==> src/rtl/exc_entry_pkg.sv <==
package exc_entry_pkg;

  localparam int STAT_W = 32;
  localparam int MODE_W = 5;
  localparam int BIT_I  = 7;
  localparam int BIT_F  = 6;
  localparam int BIT_T  = 5;
  localparam int NREQ   = 7;

  // request index = rank (0 is the highest)
  localparam int IX_RST  = 0;
  localparam int IX_DABT = 1;
  localparam int IX_FAST = 2;
  localparam int IX_IRQ  = 3;
  localparam int IX_PABT = 4;
  localparam int IX_UND  = 5;
  localparam int IX_SWI  = 6;

  typedef enum logic [2:0] {
    K_NONE, K_RST, K_DABT, K_FAST, K_IRQ, K_PABT, K_UND, K_SWI
  } exc_kind_e;

  function automatic logic [7:0] kind_vec(exc_kind_e k);
    case (k)
      K_UND:   return 8'h04;
      K_SWI:   return 8'h08;
      K_PABT:  return 8'h0C;
      K_DABT:  return 8'h10;
      K_IRQ:   return 8'h18;
      K_FAST:  return 8'h1C;
      default: return 8'h00;
    endcase
  endfunction

  function automatic logic [MODE_W-1:0] kind_mode(exc_kind_e k);
    case (k)
      K_FAST:         return 5'b10001;
      K_IRQ:          return 5'b10010;
      K_DABT, K_PABT: return 5'b10111;
      K_UND:          return 5'b11011;
      default:        return 5'b10011;
    endcase
  endfunction

  function automatic logic [3:0] kind_link_off(exc_kind_e k);
    case (k)
      K_NONE, K_RST: return 4'd0;
      K_DABT:        return 4'd8;
      default:       return 4'd4;
    endcase
  endfunction

  function automatic logic kind_sets_f(exc_kind_e k);
    return (k == K_RST) || (k == K_FAST);
  endfunction

endpackage

==> src/rtl/exc_req_gate.sv <==
module exc_req_gate
  import exc_entry_pkg::*;
(
  input  logic [NREQ-1:0]   req_i,
  input  logic [STAT_W-1:0] stat_i,
  output logic [NREQ-1:0]   acc_o,
  output logic              any_o
);
  always_comb begin
    acc_o          = req_i;
    acc_o[IX_FAST] = req_i[IX_FAST] & ~stat_i[BIT_F];
    acc_o[IX_IRQ]  = req_i[IX_IRQ]  & ~stat_i[BIT_I];
    any_o          = |acc_o;
  end
endmodule

==> src/rtl/exc_rank_pick.sv <==
module exc_rank_pick
  import exc_entry_pkg::*;
(
  input  logic [NREQ-1:0] acc_i,
  output logic [NREQ-1:0] grant_o,
  output exc_kind_e       kind_o
);
  assign grant_o[0] = acc_i[0];
  for (genvar g = 1; g < NREQ; g++) begin : g_rank
    assign grant_o[g] = acc_i[g] & ~|acc_i[g-1:0];
  end

  always_comb begin
    kind_o = K_NONE;
    if (grant_o[IX_RST])  kind_o = K_RST;
    if (grant_o[IX_DABT]) kind_o = K_DABT;
    if (grant_o[IX_FAST]) kind_o = K_FAST;
    if (grant_o[IX_IRQ])  kind_o = K_IRQ;
    if (grant_o[IX_PABT]) kind_o = K_PABT;
    if (grant_o[IX_UND])  kind_o = K_UND;
    if (grant_o[IX_SWI])  kind_o = K_SWI;
  end
endmodule

==> src/rtl/exc_stat_build.sv <==
module exc_stat_build
  import exc_entry_pkg::*;
(
  input  exc_kind_e         kind_i,
  input  logic [STAT_W-1:0] stat_i,
  output logic [STAT_W-1:0] stat_o
);
  always_comb begin
    stat_o               = stat_i;
    stat_o[MODE_W-1:0]   = kind_mode(kind_i);
    stat_o[BIT_T]        = 1'b0;
    stat_o[BIT_I]        = 1'b1;
    if (kind_sets_f(kind_i)) stat_o[BIT_F] = 1'b1;
  end
endmodule

==> src/rtl/exc_entry_ctrl.sv <==
module exc_entry_ctrl
  import exc_entry_pkg::*;
#(
  parameter int ADDR_W = 32
) (
  input  logic              clk,
  input  logic              rst_n,
  input  logic              req_rst_i,
  input  logic              req_dabt_i,
  input  logic              req_fast_i,
  input  logic              req_irq_i,
  input  logic              req_pabt_i,
  input  logic              req_und_i,
  input  logic              req_swi_i,
  input  logic [STAT_W-1:0] stat_i,
  input  logic [ADDR_W-1:0] pc_i,
  output logic              take_o,
  output logic [ADDR_W-1:0] vec_o,
  output logic [STAT_W-1:0] stat_o,
  output logic [STAT_W-1:0] saved_o,
  output logic [ADDR_W-1:0] link_o
);
  localparam logic [ADDR_W-1:0] RSVD_VEC = ADDR_W'(8'h14);
  localparam logic [ADDR_W-1:0] IRQ_VEC  = ADDR_W'(8'h18);
  localparam logic [ADDR_W-1:0] FAST_VEC = ADDR_W'(8'h1C);

  logic [NREQ-1:0]   req_vec, acc_vec, grant_vec;
  logic              any_acc;
  exc_kind_e         win_kind;
  logic [STAT_W-1:0] built_stat;
  logic              live_q;

  always_comb begin
    req_vec          = '0;
    req_vec[IX_RST]  = req_rst_i;
    req_vec[IX_DABT] = req_dabt_i;
    req_vec[IX_FAST] = req_fast_i;
    req_vec[IX_IRQ]  = req_irq_i;
    req_vec[IX_PABT] = req_pabt_i;
    req_vec[IX_UND]  = req_und_i;
    req_vec[IX_SWI]  = req_swi_i;
  end

  exc_req_gate u_gate (
    .req_i (req_vec),
    .stat_i(stat_i),
    .acc_o (acc_vec),
    .any_o (any_acc)
  );

  exc_rank_pick u_pick (
    .acc_i  (acc_vec),
    .grant_o(grant_vec),
    .kind_o (win_kind)
  );

  exc_stat_build u_build (
    .kind_i(win_kind),
    .stat_i(stat_i),
    .stat_o(built_stat)
  );

  always_ff @(posedge clk or negedge rst_n) begin
    if (!rst_n) begin
      take_o  <= 1'b0;
      vec_o   <= '0;
      stat_o  <= '0;
      saved_o <= '0;
      link_o  <= '0;
      live_q  <= 1'b0;
    end else begin
      live_q <= 1'b1;
      if (win_kind != K_NONE) begin
        take_o <= 1'b1;
        vec_o  <= ADDR_W'(kind_vec(win_kind));
        stat_o <= built_stat;
        if (win_kind == K_RST) begin
          saved_o <= '0;
          link_o  <= '0;
        end else begin
          saved_o <= stat_i;
          link_o  <= pc_i + ADDR_W'(kind_link_off(win_kind));
        end
      end else begin
        take_o  <= 1'b0;
        vec_o   <= '0;
        stat_o  <= '0;
        saved_o <= '0;
        link_o  <= '0;
      end
    end
  end

  a_r1_single_grant: assert property (@(posedge clk) disable iff (!rst_n)
    $onehot0(grant_vec));

  a_r1_reset_wins: assert property (@(posedge clk) disable iff (!rst_n)
    (live_q && $past(req_rst_i)) |->
      (take_o && vec_o == '0 && saved_o == '0 && link_o == '0));

  a_r2_no_reserved: assert property (@(posedge clk) disable iff (!rst_n)
    take_o |-> (vec_o != RSVD_VEC));

  a_r3_irq_gate: assert property (@(posedge clk) disable iff (!rst_n)
    (live_q && take_o && vec_o == IRQ_VEC) |-> !$past(stat_i[BIT_I]));

  a_r3_fast_gate: assert property (@(posedge clk) disable iff (!rst_n)
    (live_q && take_o && vec_o == FAST_VEC) |-> !$past(stat_i[BIT_F]));

  a_r5_i_raised: assert property (@(posedge clk) disable iff (!rst_n)
    take_o |-> stat_o[BIT_I]);

  a_r6_state_bit_clear: assert property (@(posedge clk) disable iff (!rst_n)
    take_o |-> !stat_o[BIT_T]);

  a_r8_idle_no_take: assert property (@(posedge clk) disable iff (!rst_n)
    (live_q && !$past(any_acc)) |-> (!take_o && vec_o == '0 && stat_o == '0));

endmodule

==> config.mk <==
export PLATFORM = sky130hd
export DESIGN_NAME = exc_entry_ctrl
export DESIGN_NICKNAME = d
export VERILOG_FILES = /design/src/rtl/exc_entry_pkg.sv /design/src/rtl/exc_req_gate.sv /design/src/rtl/exc_rank_pick.sv /design/src/rtl/exc_stat_build.sv /design/src/rtl/exc_entry_ctrl.sv
export SDC_FILE = /design/constraint.sdc
export NUM_CORES = 1
export LEC_CHECK = 0
export ABC_AREA = 1
export BUFFER_PORTS_ARGS = -buffer_cell sky130_fd_sc_hd__buf_2
export CELL_PAD_IN_SITES_DETAIL_PLACEMENT = 0
export CELL_PAD_IN_SITES_GLOBAL_PLACEMENT = 2
export CORE_MARGIN = 1.5
export CORE_UTILIZATION = 23
export DETAILED_ROUTE_END_ITERATION = 16
export GPL_ROUTABILITY_DRIVEN = 0
export PLACE_DENSITY = 0.8
export RECOVER_POWER = 50
export SLEW_MARGIN = 20
export SYNTH_ARGS = -nofsm -noshare
export SYNTH_HDL_FRONTEND = slang
export SYNTH_SLANG_ARGS = --single-unit
==> constraint.sdc <==
create_clock -name clk -period 0.8 [get_ports clk]
set_input_delay 0.04 -clock clk [delete_from_list [all_inputs] [get_ports clk]]
set_output_delay 0.04 -clock clk [all_outputs]
set_load 0.02 [all_outputs]
### Word level (Yosys, flattened, before mapping)

Cells that the tools add are included.

* register bits: 129
* output and inout bits: 129

* $add $sub $neg: 1
* eq/ne operators: 7
* mux-type cells: 20
* bitwise logic cells: 10
* reduce and logical (&&, ||, !) cells: 16

Operator list (number)
* $mux W32: 5
* $add A32 B4 Y32: 1
* $pmux W5 S6: 1
* $mux W3: 6
* $pmux W4 S4: 1
* $eq A3 B3 Y1 const B: 4
* $and A1 B1 Y1: 8
* $mux W4: 2
* $mux W8: 1
* $pmux W4 S2: 1
* $eq A3 B2 Y1 const B: 2
* $logic_not A1 Y1: 6
* $reduce_or A2 Y1: 3
* $reduce_or A6 Y1: 1
* $reduce_or A5 Y1: 1
* $reduce_or A4 Y1: 1
* $eq A3 B1 Y1 const B: 1
* $logic_not A3 Y1: 1
* $mux W1: 3
* $reduce_bool A3 Y1: 1
* $reduce_or A3 Y1: 1
* $not A1 Y1: 2
* $logic_or A1 B1 Y1: 1

### Logic depth before layout (Yosys ltp)

Gate-level depths: netlist (run 1).

* depth after elaboration: 17
* mapped depth: 19
* mapped depth without buffers: 19

### By module

A second synthesis (run 1) with hierarchy kept.

* cell total of the unflattened synthesis: 598
* area total of the unflattened synthesis: 4833.4 µm²

By module, submodules not included
* exc_entry_ctrl: times used 1, cells an instance 517, area an instance 4355.4 µm², seq. area each 2502.4 µm²
* exc_stat_build: times used 1, cells an instance 40, area an instance 260.2 µm², seq. area each 0.0 µm²
* exc_rank_pick: times used 1, cells an instance 23, area an instance 126.4 µm², seq. area each 0.0 µm²
* exc_req_gate: times used 1, cells an instance 18, area an instance 91.3 µm², seq. area each 0.0 µm²

### Least setup slack after synthesis (run 1)

Ideal clock, no wire load.

* kind: input to register
* start point: input stat_i[6]
* end point: register link_o[18]
* library setup time: 118 ps
* data arrival time: 1784 ps
* path slack: -1102 ps
* stages on the path: 17
* buffers on the path: 0
* cell sequence: inv_1 nand2_2 nand3_2 nor2_1 nor2_1 nand2_1 nand2_1 nand2_1 ha_1 fa_1 nand2_1 inv_1 nand2_1 inv_1 nand4_1 xor2_1 nor2_1

* cells in the longest elaborated chain, start to end: 17

Ends and longest elaborated chain
* start: declaration: RTL line exc_entry_ctrl.sv:15 `input logic [STAT_W-1:0] stat_i,`
* $not A1 Y1 *: RTL line exc_req_gate.sv:11 `acc_o[IX_FAST] = req_i[IX_FAST] & ~stat_i[BIT_F];`
* $and A1 B1 Y1 *: RTL line exc_req_gate.sv:11
* $reduce_or A3 Y1: RTL line exc_rank_pick.sv:10 `assign grant_o[g] = acc_i[g] & ~|acc_i[g-1:0];`
* $logic_not A1 Y1: RTL line exc_rank_pick.sv:10
* $and A1 B1 Y1: RTL line exc_rank_pick.sv:10
* $mux W3: RTL line exc_rank_pick.sv:18 `if (grant_o[IX_IRQ]) kind_o = K_IRQ;`
* $mux W3: RTL line exc_rank_pick.sv:19 `if (grant_o[IX_PABT]) kind_o = K_PABT;`
* $mux W3: RTL line exc_rank_pick.sv:20 `if (grant_o[IX_UND]) kind_o = K_UND;`
* $mux W3 *: RTL line exc_rank_pick.sv:21 `if (grant_o[IX_SWI]) kind_o = K_SWI;`
* $eq A3 B1 Y1 / $logic_not A3 Y1 (equally long branches): RTL line exc_entry_pkg.sv:46, exc_entry_ctrl.sv:77
* $reduce_or A2 Y1: RTL line exc_entry_pkg.sv:46 `case (k)`
* $pmux W4 S2: RTL line exc_entry_pkg.sv:46
* $mux W4: RTL line exc_entry_ctrl.sv:77 `if (win_kind == K_RST) begin`
* $mux W4: RTL line exc_entry_ctrl.sv:73 `if (win_kind != K_NONE) begin`
* $add A32 B4 Y32: RTL line exc_entry_ctrl.sv:82 `link_o <= pc_i + ADDR_W'(kind_link_off(win_kind));`
* $mux W32: RTL line exc_entry_ctrl.sv:77
* $mux W32 *: RTL line exc_entry_ctrl.sv:73
* end signal: assignment: RTL line exc_entry_ctrl.sv:82
* end: declaration: RTL line exc_entry_ctrl.sv:21 `output logic [ADDR_W-1:0] link_o`

Every way passes the cells marked *; elsewhere a longest branch is shown, timed or not. The select of a mux whose other input is x is not followed.

### Worst setup path in the final report (run 1)

* start point: input req_rst_i
* end point: register link_o[25]

* cells in the longest elaborated chain, start to end: 16

Ends and longest elaborated chain
* start: declaration: RTL line exc_entry_ctrl.sv:8 `input logic req_rst_i,`
* $logic_not A1 Y1 / $reduce_or A2 Y1 (equally long branches): RTL line exc_rank_pick.sv:10
* $and A1 B1 Y1 / $logic_not A1 Y1 (equally long branches): RTL line exc_rank_pick.sv:10
* $mux W3 / $and A1 B1 Y1 (equally long branches): RTL line exc_rank_pick.sv:16, exc_rank_pick.sv:10
* $mux W3: RTL line exc_rank_pick.sv:17 `if (grant_o[IX_FAST]) kind_o = K_FAST;`
* $mux W3: RTL line exc_rank_pick.sv:18
* $mux W3: RTL line exc_rank_pick.sv:19
* $mux W3: RTL line exc_rank_pick.sv:20
* $mux W3 *: RTL line exc_rank_pick.sv:21
* $eq A3 B1 Y1 / $logic_not A3 Y1 (equally long branches): RTL line exc_entry_pkg.sv:46, exc_entry_ctrl.sv:77
* $reduce_or A2 Y1: RTL line exc_entry_pkg.sv:46
* $pmux W4 S2: RTL line exc_entry_pkg.sv:46
* $mux W4: RTL line exc_entry_ctrl.sv:77
* $mux W4: RTL line exc_entry_ctrl.sv:73
* $add A32 B4 Y32: RTL line exc_entry_ctrl.sv:82
* $mux W32: RTL line exc_entry_ctrl.sv:77
* $mux W32 *: RTL line exc_entry_ctrl.sv:73

Marks and branches as above.

==> results of run 1 <==
registers in the layout, indices dropped and copies added, names as in the netlist:
register and flops:
vec_o 3, saved_o 32, link_o 32, stat_o 30
per-stage QoR:
step	cell area, um^2	power, mW	std cells	utilization (%)	worst slack, ns
after floorplan	4640	7.00	523	-	-0.972
after global placement	6080	8.13	958	32.7	-1.30
after detailed placement	6080	8.13	958	32.7	-1.33
after CTS	7460	13.4	1045	40.2	-0.775
after global routing	8480	14.7	1053	45.6	-0.954
final	8480	14.1	1054	45.7	-0.821
kinds of logic after synthesis:
family	count (synthesis)	share of synthesized area, %
fa+ha+maj	3	1.04
xor+xnor	10	2.02
compound gates	15	1.76
buf+inv	102	12.5
simple gates	266	26.6
other cells	1	0.0864
flops	97	55.9
worst max-delay path: stages:
cell                       delay (ns)
sky130_fd_sc_hd__buf_8           0.10
sky130_fd_sc_hd__nor2_4          0.15
sky130_fd_sc_hd__buf_4           0.16
sky130_fd_sc_hd__nand2_4         0.06
sky130_fd_sc_hd__nand2_4         0.07
sky130_fd_sc_hd__nor2_4          0.04
sky130_fd_sc_hd__nand2_2         0.06
sky130_fd_sc_hd__nand2_2         0.06
sky130_fd_sc_hd__nand2_2         0.06
sky130_fd_sc_hd__ha_4            0.14
sky130_fd_sc_hd__nand2_2         0.05
sky130_fd_sc_hd__nand2_2         0.07
sky130_fd_sc_hd__nand3b_1        0.20
sky130_fd_sc_hd__nor2_4          0.24
sky130_fd_sc_hd__buf_12          0.15
sky130_fd_sc_hd__nand4_1         0.08
sky130_fd_sc_hd__nand2_1         0.08
sky130_fd_sc_hd__nor2_1          0.04
where the power goes:
group	internal, mW	leakage [nW]	switching [mW]
clock network	2.49	0.146	2.09
logic	1.97	2.78	2.09
registers	5.28	1.23	0.200
total	9.73	4.16	4.38
layout make-up:
class,count,area [um^2]
sequential,97,2430
inverter,60,275
antenna,2,5.00
tap,234,293
multi-input combinational,324,2110
timing repair buffer,321,3070
fill,1730,10100
clock buffer,9,225
clock inverter,7,85.1
what timing repair did:
action / CTS / global route
hold buffers: 45 / 0
setup endpoints to repair: 191 / 193
buffers inserted: 46 / 15
cloned: 4 / 5
hold endpoints to repair: 164 / 0
pin swaps: 40 / 31
gates resized for setup: 101 / 285
worst min path at each step:
stage                            end  startpoint  slack, ns
after floorplan            link_o[0]       rst_n      -0.26
after global placement    stat_o[25]       rst_n       0.06
after detailed placement  stat_o[25]       rst_n       0.06
after CTS                  link_o[7]     pc_i[7]      0.004
after global routing      link_o[24]    pc_i[24]       0.04
final                      link_o[7]     pc_i[7]      0.007
placed cells by master, fill, tap and decap left out, types with 5 or more instances in the layout:
| cell | instances |
|---|---|
| sky130_fd_sc_hd__nand2_1 | 67 |
| sky130_fd_sc_hd__conb_1 | 30 |
| sky130_fd_sc_hd__nand3_2 | 8 |
| sky130_fd_sc_hd__buf_6 | 114 |
| sky130_fd_sc_hd__buf_2 | 67 |
| sky130_fd_sc_hd__nand2_2 | 13 |
| sky130_fd_sc_hd__nand4_1 | 5 |
| sky130_fd_sc_hd__nor2_2 | 22 |
| sky130_fd_sc_hd__a21oi_1 | 7 |
| sky130_fd_sc_hd__nor2_1 | 72 |
| sky130_fd_sc_hd__nand3_1 | 8 |
| sky130_fd_sc_hd__inv_2 | 6 |
| sky130_fd_sc_hd__nand2_4 | 5 |
| sky130_fd_sc_hd__xor2_1 | 5 |
| sky130_fd_sc_hd__inv_1 | 49 |
| sky130_fd_sc_hd__buf_12 | 8 |
| sky130_fd_sc_hd__clkbuf_16 | 13 |
| sky130_fd_sc_hd__dlygate4sd3_1 | 45 |
| sky130_fd_sc_hd__buf_8 | 5 |
| sky130_fd_sc_hd__dfrtp_1 | 97 |
| sky130_fd_sc_hd__buf_4 | 73 |
| sky130_fd_sc_hd__nor2_4 | 59 |
layer usage:
metal	share of wire, %	routed length, um	up-vias	track usage, %
li1	-	-	2059	-
met1	43	6710	2014	18.7
met2	50	7820	148	24.1
met3	4.9	768	16	3.52
met4	2.0	311	0	6.20
met5	0	0	-	0
==> impl_metrics.toml, run 1 <==
[detailed_routing]
detail_route.wirelength_um = 15600
drt_pass1_iterations = 4
vias = 4237
drt-vias-per-instance = 4.02
detailedRoute.firstIterationViolations = 147
routedWlPerCell_um = 14.8
drt.antenna.violating_nets = 0
route.detailed.drc = 0

[die]
start_util_pct = 23.4
coreArea_mm2 = 0.0186
ios = 202
area_of_the_die_mm2 = 0.0197
floorplan.rows = 50
die_width_um = 140
die_h_um = 140

[global_route]
grt_pass1_wl_um = 22200
largest_net_degree_at_the_start_of_global_routing = 51
initial_antenna_violation_count = 2
vias_in_the_first_global_route = 4112
track_usage_pct = 14.8
gr-total-overflow = 0

[critical_path]
critical_path.endpoint_type = "flop"
worstPathMaxFanout = 6
crit_start = "req_rst_i"
data_required_time_at_the_worst_endpoint_ns = 1.04
critPathArrivalTime_ns = 1.86
cp-start-kind = "input port"
worstSetupPathType = "in -> reg"
cp-endpoint = "link_o[25]"

[timing]
grt_setup_unrepaired = "yes"
fin_tns_setup_ns = -50.51
finalCritPeriodShare_pct = 203
final_hold_viols = 0
max_clock_freq_ghz = 0.617
report.final.slew_viol_count = 0
setup_ws_post_layout_ns = -0.821
whs_ns = 0.00710
setup-violations-final = 192
fin_crit_ns = 1.62

[clocking]
htreeDepth = 3
total_number_of_clock_tree_sinks = 97
clk_pin_slew_ns = 0.08
cts_inserted_buffers = 9
cts_tree = "built"
clock_tree.buffer_depth = 2
clock-root-buffer = "sky130_fd_sc_hd__clkbuf_16"

[power]
ir_worst_vdd_mv = 0.802
total_leakage_power_nw = 4.16
power.density_mw_per_mm2 = 1660

[logic_synthesis]
postSynth.asyncResetShare_pct = 100
syn_area_mm2 = 0.00434
synth_ff_type = "sky130_fd_sc_hd__dfrtp_1"
synthDistinctLibCells = 26
post_synth.cell_area_avg_um2 = 8.79
netlist.area_leader.share_pct = 55.9
synth-warning-count = 0
synth-seq-cells = 97
yosys-top-cells-area = "sky130_fd_sc_hd__dfrtp_1 56%, sky130_fd_sc_hd__nor2_1 12%, sky130_fd_sc_hd__nand2_1 7.4%"
synth_top_cell_by_area = "sky130_fd_sc_hd__dfrtp_1"
yosys.cell_count.top_type = "sky130_fd_sc_hd__nor2_1"
synth_edf_count = 0
synth_common_cells = "138 x sky130_fd_sc_hd__nor2_1, 97 x sky130_fd_sc_hd__dfrtp_1, 86 x sky130_fd_sc_hd__nand2_1"
post_synth_inst_count = 494
synth-seq-area-share_pct = 55.9

[run]
max_cap_viol_count = 0

[layout]
layout_stage_area_growth_over_the_synthesis_result_pct = 95.5
nets = 889
drive_gt1_share_pct = 52.1

[placement]
place_hpwl_um = 9990
port_buffers = 171

[worst_hold_path]
worst_hold_path_type = "in -> reg"
worst_hold_path.num_cells = 3

[outcome]
failed_checks = "setup timing"
run_status = "finished with violations"
Note: power is estimated with default switching activity, not from simulation.
==> inputs of run 2 (changes only) <==
--- a/config.mk
+++ b/config.mk
@@ -19,3 +19,4 @@
 export SYNTH_ARGS = -nofsm -noshare
 export SYNTH_HDL_FRONTEND = slang
 export SYNTH_SLANG_ARGS = --single-unit
+export TNS_END_PERCENT = 5
==> run 2 against run 1 <==
  * The run still ends with setup timing left
  * Via count shrank 3.8%
  * Setup slack improved by 0.023 ns
  * Maximum frequency rose by 1.4%
  * Critical path type unchanged
  * Largest cell class is now registers
==> impl_metrics.toml, run 2 (synthesized netlist as in run 1, its figures left out) <==
[global_route]
vias_in_the_first_global_route = 4159
initial_antenna_violation_count = 0
gr-total-overflow = 0
grt_pass1_wl_um = 21800
track_usage_pct = 14.5
largest_net_degree_at_the_start_of_global_routing = 37

[critical_path]
critPathArrivalTime_ns = 1.84
cp_common_cell = "sky130_fd_sc_hd__nand2_4"
worstPathMaxFanout = 6
worst_path_max_delay_cell = "sky130_fd_sc_hd__fa_2"
worstSetupPathType = "in -> reg"
critical_path.cell_chain = "buf_6 -> nand2_8 -> inv_2 -> nand2_2 -> nand2_4 -> nor2_4 -> nand2_2 -> nand2_1 -> nand2_1 -> ha_2 -> fa_2 -> nand2_4 -> inv_2 -> nand2_4 -> nor2_4 -> buf_4 -> xnor2_1 -> nor2_1"
crit_buf_inv = 4
critical_path.endpoint_type = "flop"
largest_delay_contributor_family_on_the_critical_path = "simple AND/OR/NAND/NOR gates"
data_required_time_at_the_worst_endpoint_ns = 1.05
cp-start-kind = "input port"
cpPeakStageDelay_ns = 0.37

[layout]
nFillCells = 1862
mostFrequentLayoutCell = "sky130_fd_sc_hd__buf_2"
layout_top_registers = "link_o (32), saved_o (32), stat_o (30)"
num_antenna_cells = 0
drive_gt1_share_pct = 45.9
nets = 883
layout_stage_area_growth_over_the_synthesis_result_pct = 70.0
finalInstanceArea_mm2 = 0.00738
layout.cells.most_common_list = "143 x sky130_fd_sc_hd__buf_2, 105 x sky130_fd_sc_hd__nor2_1, 97 x sky130_fd_sc_hd__dfrtp_1"
final_util_pct = 39.7

[detailed_routing]
vias = 4077
drt_pass1_iterations = 4
detail_route.wirelength_um = 14000
drt.antenna.violating_nets = 0
routedWlPerCell_um = 13.4
detailedRoute.firstIterationViolations = 118
route.detailed.drc = 0
drt-vias-per-instance = 3.90

[placement]
preCtsSetupSlack_ns = -1.30
postPlaceCellArea_mm2 = 0.00600
place_hpwl_um = 10000
port_buffers = 171

[outcome]
run_status = "finished with violations"
failed_checks = "setup timing"

[worst_hold_path]
beginning_of_the_worst_hold_path = "pc_i[9]"
worst_hold_path.num_cells = 4
min_to = "link_o[9]"
worst_hold_path_type = "in -> reg"

[timing]
max_clock_freq_ghz = 0.626
final_hold_viols = 0
grt_setup_unrepaired = "yes"
finalCritPeriodShare_pct = 200
fin_crit_ns = 1.60
fin_tns_setup_ns = -55.25
setup_ws_post_layout_ns = -0.798
setup-violations-final = 192
report.final.slew_viol_count = 0

[power]
power.density_mw_per_mm2 = 1760
ir_worst_vdd_mv = 0.971
total_power_consumption_mw = 13.0
total_leakage_power_nw = 3.89

[clocking]
clock_tree.buffer_depth = 2
cts_tree = "built"
clock-root-buffer = "sky130_fd_sc_hd__clkbuf_16"
htreeDepth = 3
clk_pin_slew_ns = 0.08
cts_inserted_buffers = 9
total_number_of_clock_tree_sinks = 97

[die]
start_util_pct = 23.4
die_h_um = 140
area_of_the_die_mm2 = 0.0197
die_width_um = 140
coreArea_mm2 = 0.0186
ios = 202
floorplan.rows = 50

[run]
max_cap_viol_count = 0
run 2: layer usage:
metal / global-route usage (%) / wire (um) / up-vias
met1: 17.7 / 6140 / 1870
met5: 0 / 0 / -
met2: 25.0 / 6840 / 141
li1: - / - / 2050
met4: 5.26 / 259 / 0
met3: 3.25 / 750 / 16
run 2: how the worst max path moves through the flow:
stage          cells past startpoint  slack (ns)    endpoint        from
6_report                          18       -0.80  link_o[14]  req_fast_i
5_1_grt                           15       -0.92  link_o[17]  req_pabt_i
4_1_cts                           16       -0.75  link_o[10]   req_rst_i
3_5_place_dp                      16       -1.30  link_o[10]  req_dabt_i
3_3_place_gp                      16       -1.28  link_o[10]  req_dabt_i
2_1_floorplan                     16       -0.97  link_o[26]  req_dabt_i
run 2: worst min-delay path, cell delays in order:
cell and delay (ns):
sky130_fd_sc_hd__buf_2 0.13, sky130_fd_sc_hd__nand2_2 0.06, sky130_fd_sc_hd__nand3_2 0.08, sky130_fd_sc_hd__nor2_4 0.03
run 2: what timing repair did:
action / CTS / global route
gates resized for setup: 53 / 75
pin swaps: 26 / 19
hold endpoints to repair: 161 / 0
buffers inserted: 26 / 2
hold buffers: 42 / 0
cloned: 0 / 1
setup endpoints to repair: 191 / 192
run 2: area by class of cell:
class | count | area [um^2] | area share, %
Clock buffer | 10 | 229 | 3.10
Multi-Input combinational cell | 324 | 1780 | 24.2
Inverter | 60 | 243 | 3.29
Clock inverter | 5 | 63.8 | 0.865
Tap cell | 234 | 293 | 3.97
Sequential cell | 97 | 2430 | 32.9
Timing Repair Buffer | 315 | 2340 | 31.7
run 2: power breakdown:
part	total (mW)	internal, mW	switching, mW
sequential	5.40	5.27	0.121
combinational	3.17	1.33	1.83
clock	4.40	2.44	1.96
run 2: metrics by stage:
| stage | hold slack [ns] | std cells |
|---|---|---|
| floorplan | -0.256 | 523 |
| global placement | -0.0730 | 959 |
| detailed placement | -0.0738 | 959 |
| CTS | 0.0138 | 1042 |
| global route | 0.0365 | 1045 |
| finish | 0.0289 | 1045 |
==> inputs of run 3 (changes only) <==
--- a/config.mk
+++ b/config.mk
@@ -15,6 +15,7 @@
 export GPL_ROUTABILITY_DRIVEN = 0
 export PLACE_DENSITY = 0.8
 export RECOVER_POWER = 50
+export REMOVE_ABC_BUFFERS = 1
 export SLEW_MARGIN = 20
 export SYNTH_ARGS = -nofsm -noshare
 export SYNTH_HDL_FRONTEND = slang
==> run 3 against run 2 <==
  * The run still ends with setup timing left
  * Setup slack worse by 0.045 ns
  * Global-route usage down 0.26 points
  * Wire length up 1.2%
  * Utilization up 0.97 points
  * Non-clock buffer count up 18
  * Via count up 2.3%
  * Cell count up 1.9%
==> impl_metrics.toml, run 3 (synthesized netlist as in run 1, its figures left out) <==
[layout]
mostFrequentLayoutCell = "sky130_fd_sc_hd__buf_2"
layout_stage_area_growth_over_the_synthesis_result_pct = 74.1
layout.cells.most_common_list = "151 x sky130_fd_sc_hd__buf_2, 100 x sky130_fd_sc_hd__nor2_1, 99 x sky130_fd_sc_hd__buf_4"
drive_gt1_share_pct = 47.3
layout_top_registers = "link_o (32), saved_o (32), stat_o (30)"
nets = 901
final_util_pct = 40.7
finalInstanceArea_mm2 = 0.00756
count_of_placed_standard_cells_in_the_final_layout_fillers_left_out = 1065

[timing]
setup-violations-final = 191
fin_crit_ns = 1.64
setup_ws_post_layout_ns = -0.843
whs_ns = 0.0189
slew-limit-headroom_pct = 65.6
report.final.slew_viol_count = 0
worstMarginPinSlew_ns = 0.515
finalCritPeriodShare_pct = 205
grt_setup_unrepaired = "yes"
max_clock_freq_ghz = 0.609
final_hold_viols = 0

[worst_hold_path]
min_to = "vec_o[4]"
beginning_of_the_worst_hold_path = "stat_i[6]"
worst_hold_path.num_cells = 4
worst_hold_path_type = "in -> reg"

[placement]
place_hpwl_um = 9880
postPlaceCellArea_mm2 = 0.00595
place.detailed.instances = 962
port_buffers = 171
preCtsSetupSlack_ns = -1.48

[critical_path]
worst_path_max_delay_cell = "sky130_fd_sc_hd__buf_4"
cp_common_cell = "sky130_fd_sc_hd__buf_4"
critPathArrivalTime_ns = 1.92
critical_path.endpoint_type = "flop"
critical_path.cell_chain = "buf_8 -> inv_8 -> buf_4 -> buf_4 -> buf_4 -> buf_4 -> buf_4 -> buf_4 -> buf_4 -> buf_4 -> buf_4 -> buf_4 -> buf_4 -> buf_4 -> buf_4 -> buf_4 -> nor2_1"
cpPeakStageDelay_ns = 0.13
worstSetupPathType = "in -> reg"
worstPathMaxFanout = 2
data_required_time_at_the_worst_endpoint_ns = 1.08
cp-start-kind = "input port"

[power]
power.density_mw_per_mm2 = 1740
ir_worst_vdd_mv = 0.838
total_leakage_power_nw = 3.98

[die]
floorplan.rows = 50
start_util_pct = 23.4
die_h_um = 140
die_width_um = 140
area_of_the_die_mm2 = 0.0197
ios = 202
coreArea_mm2 = 0.0186

[clocking]
cts_inserted_buffers = 9
clock_tree.buffer_depth = 2
htreeDepth = 3
clock-root-buffer = "sky130_fd_sc_hd__clkbuf_16"
clk_pin_slew_ns = 0.07
cts_tree = "built"
total_number_of_clock_tree_sinks = 97

[detailed_routing]
detail_route.wirelength_um = 14200
drt-vias-per-instance = 3.92
drt.antenna.violating_nets = 0
detailedRoute.firstIterationViolations = 98
routedWlPerCell_um = 13.3
drt_pass1_iterations = 4
route.detailed.drc = 0
vias = 4172

[outcome]
run_status = "finished with violations"
failed_checks = "setup timing"

[global_route]
track_usage_pct = 14.2
initial_antenna_violation_count = 1
grt_pass1_wl_um = 21700
gr-total-overflow = 0
largest_net_degree_at_the_start_of_global_routing = 32
vias_in_the_first_global_route = 4314

[run]
max_cap_viol_count = 0
[run 3: critical path, delay by kind of cell]
family                 cells  cell delay [ns]
buffers and inverters     16             1.82
AND/OR/NAND/NOR            1             0.07
[run 3: what timing repair did]
action / in CTS / in global routing
setup endpoints to repair: 191 / 192
hold buffers: 43 / 0
endpoints found under the hold margin: 162 / 0
gates cloned: 0 / 3
gates resized for setup: 71 / 80
buffers inserted: 42 / 6
pin swaps: 34 / 35
[run 3: how the worst max path moves through the flow]
stage / start / end / slack [ns] / depth (start not counted)
after CTS: stat_i[6] / link_o[18] / -0.85 / 18
after detailed placement: stat_i[7] / link_o[26] / -1.48 / 18
after floorplan: stat_i[6] / link_o[18] / -1.14 / 17
after global placement: stat_i[7] / link_o[26] / -1.43 / 18
final: stat_i[6] / saved_o[6] / -0.84 / 17
after global routing: req_fast_i / link_o[18] / -0.96 / 18
[run 3: power by group]
group | leakage, nW | switching, mW | total [mW] | internal (mW)
logic | 2.60 | 1.87 | 3.29 | 1.42
registers | 1.23 | 0.115 | 5.39 | 5.27
clock network | 0.146 | 2.00 | 4.48 | 2.48
[run 3: area by class of cell]
class                      instances  area (um^2)
sequential                        97         2430
tap                              234          293
clock inverter                     6         75.1
antenna                            1         2.50
fill                            1855        11000
inverter                          60          248
multi-input combinational        324         1800
clock buffer                      10          229
timing repair buffer             333         2490
[run 3: stage by stage]
step | power [mW] | setup TNS (ns)
finish | 13.2 | -57.17
global route | 13.9 | -68.14
CTS | 13.1 | -61.94
detailed placement | 8.04 | -76.97
global placement | 8.03 | -74.20
floorplan | 6.72 | -68.26
[run 3: per-layer routing]
metal	track usage, %	share of wire, %	wire, um	up-vias
met2	23.9	48	6780	158
li1	-	-	-	2080
met1	17.7	44	6240	1911
met4	5.43	2.3	322	0
met5	0	0	0	-
met3	3.21	5.7	804	23
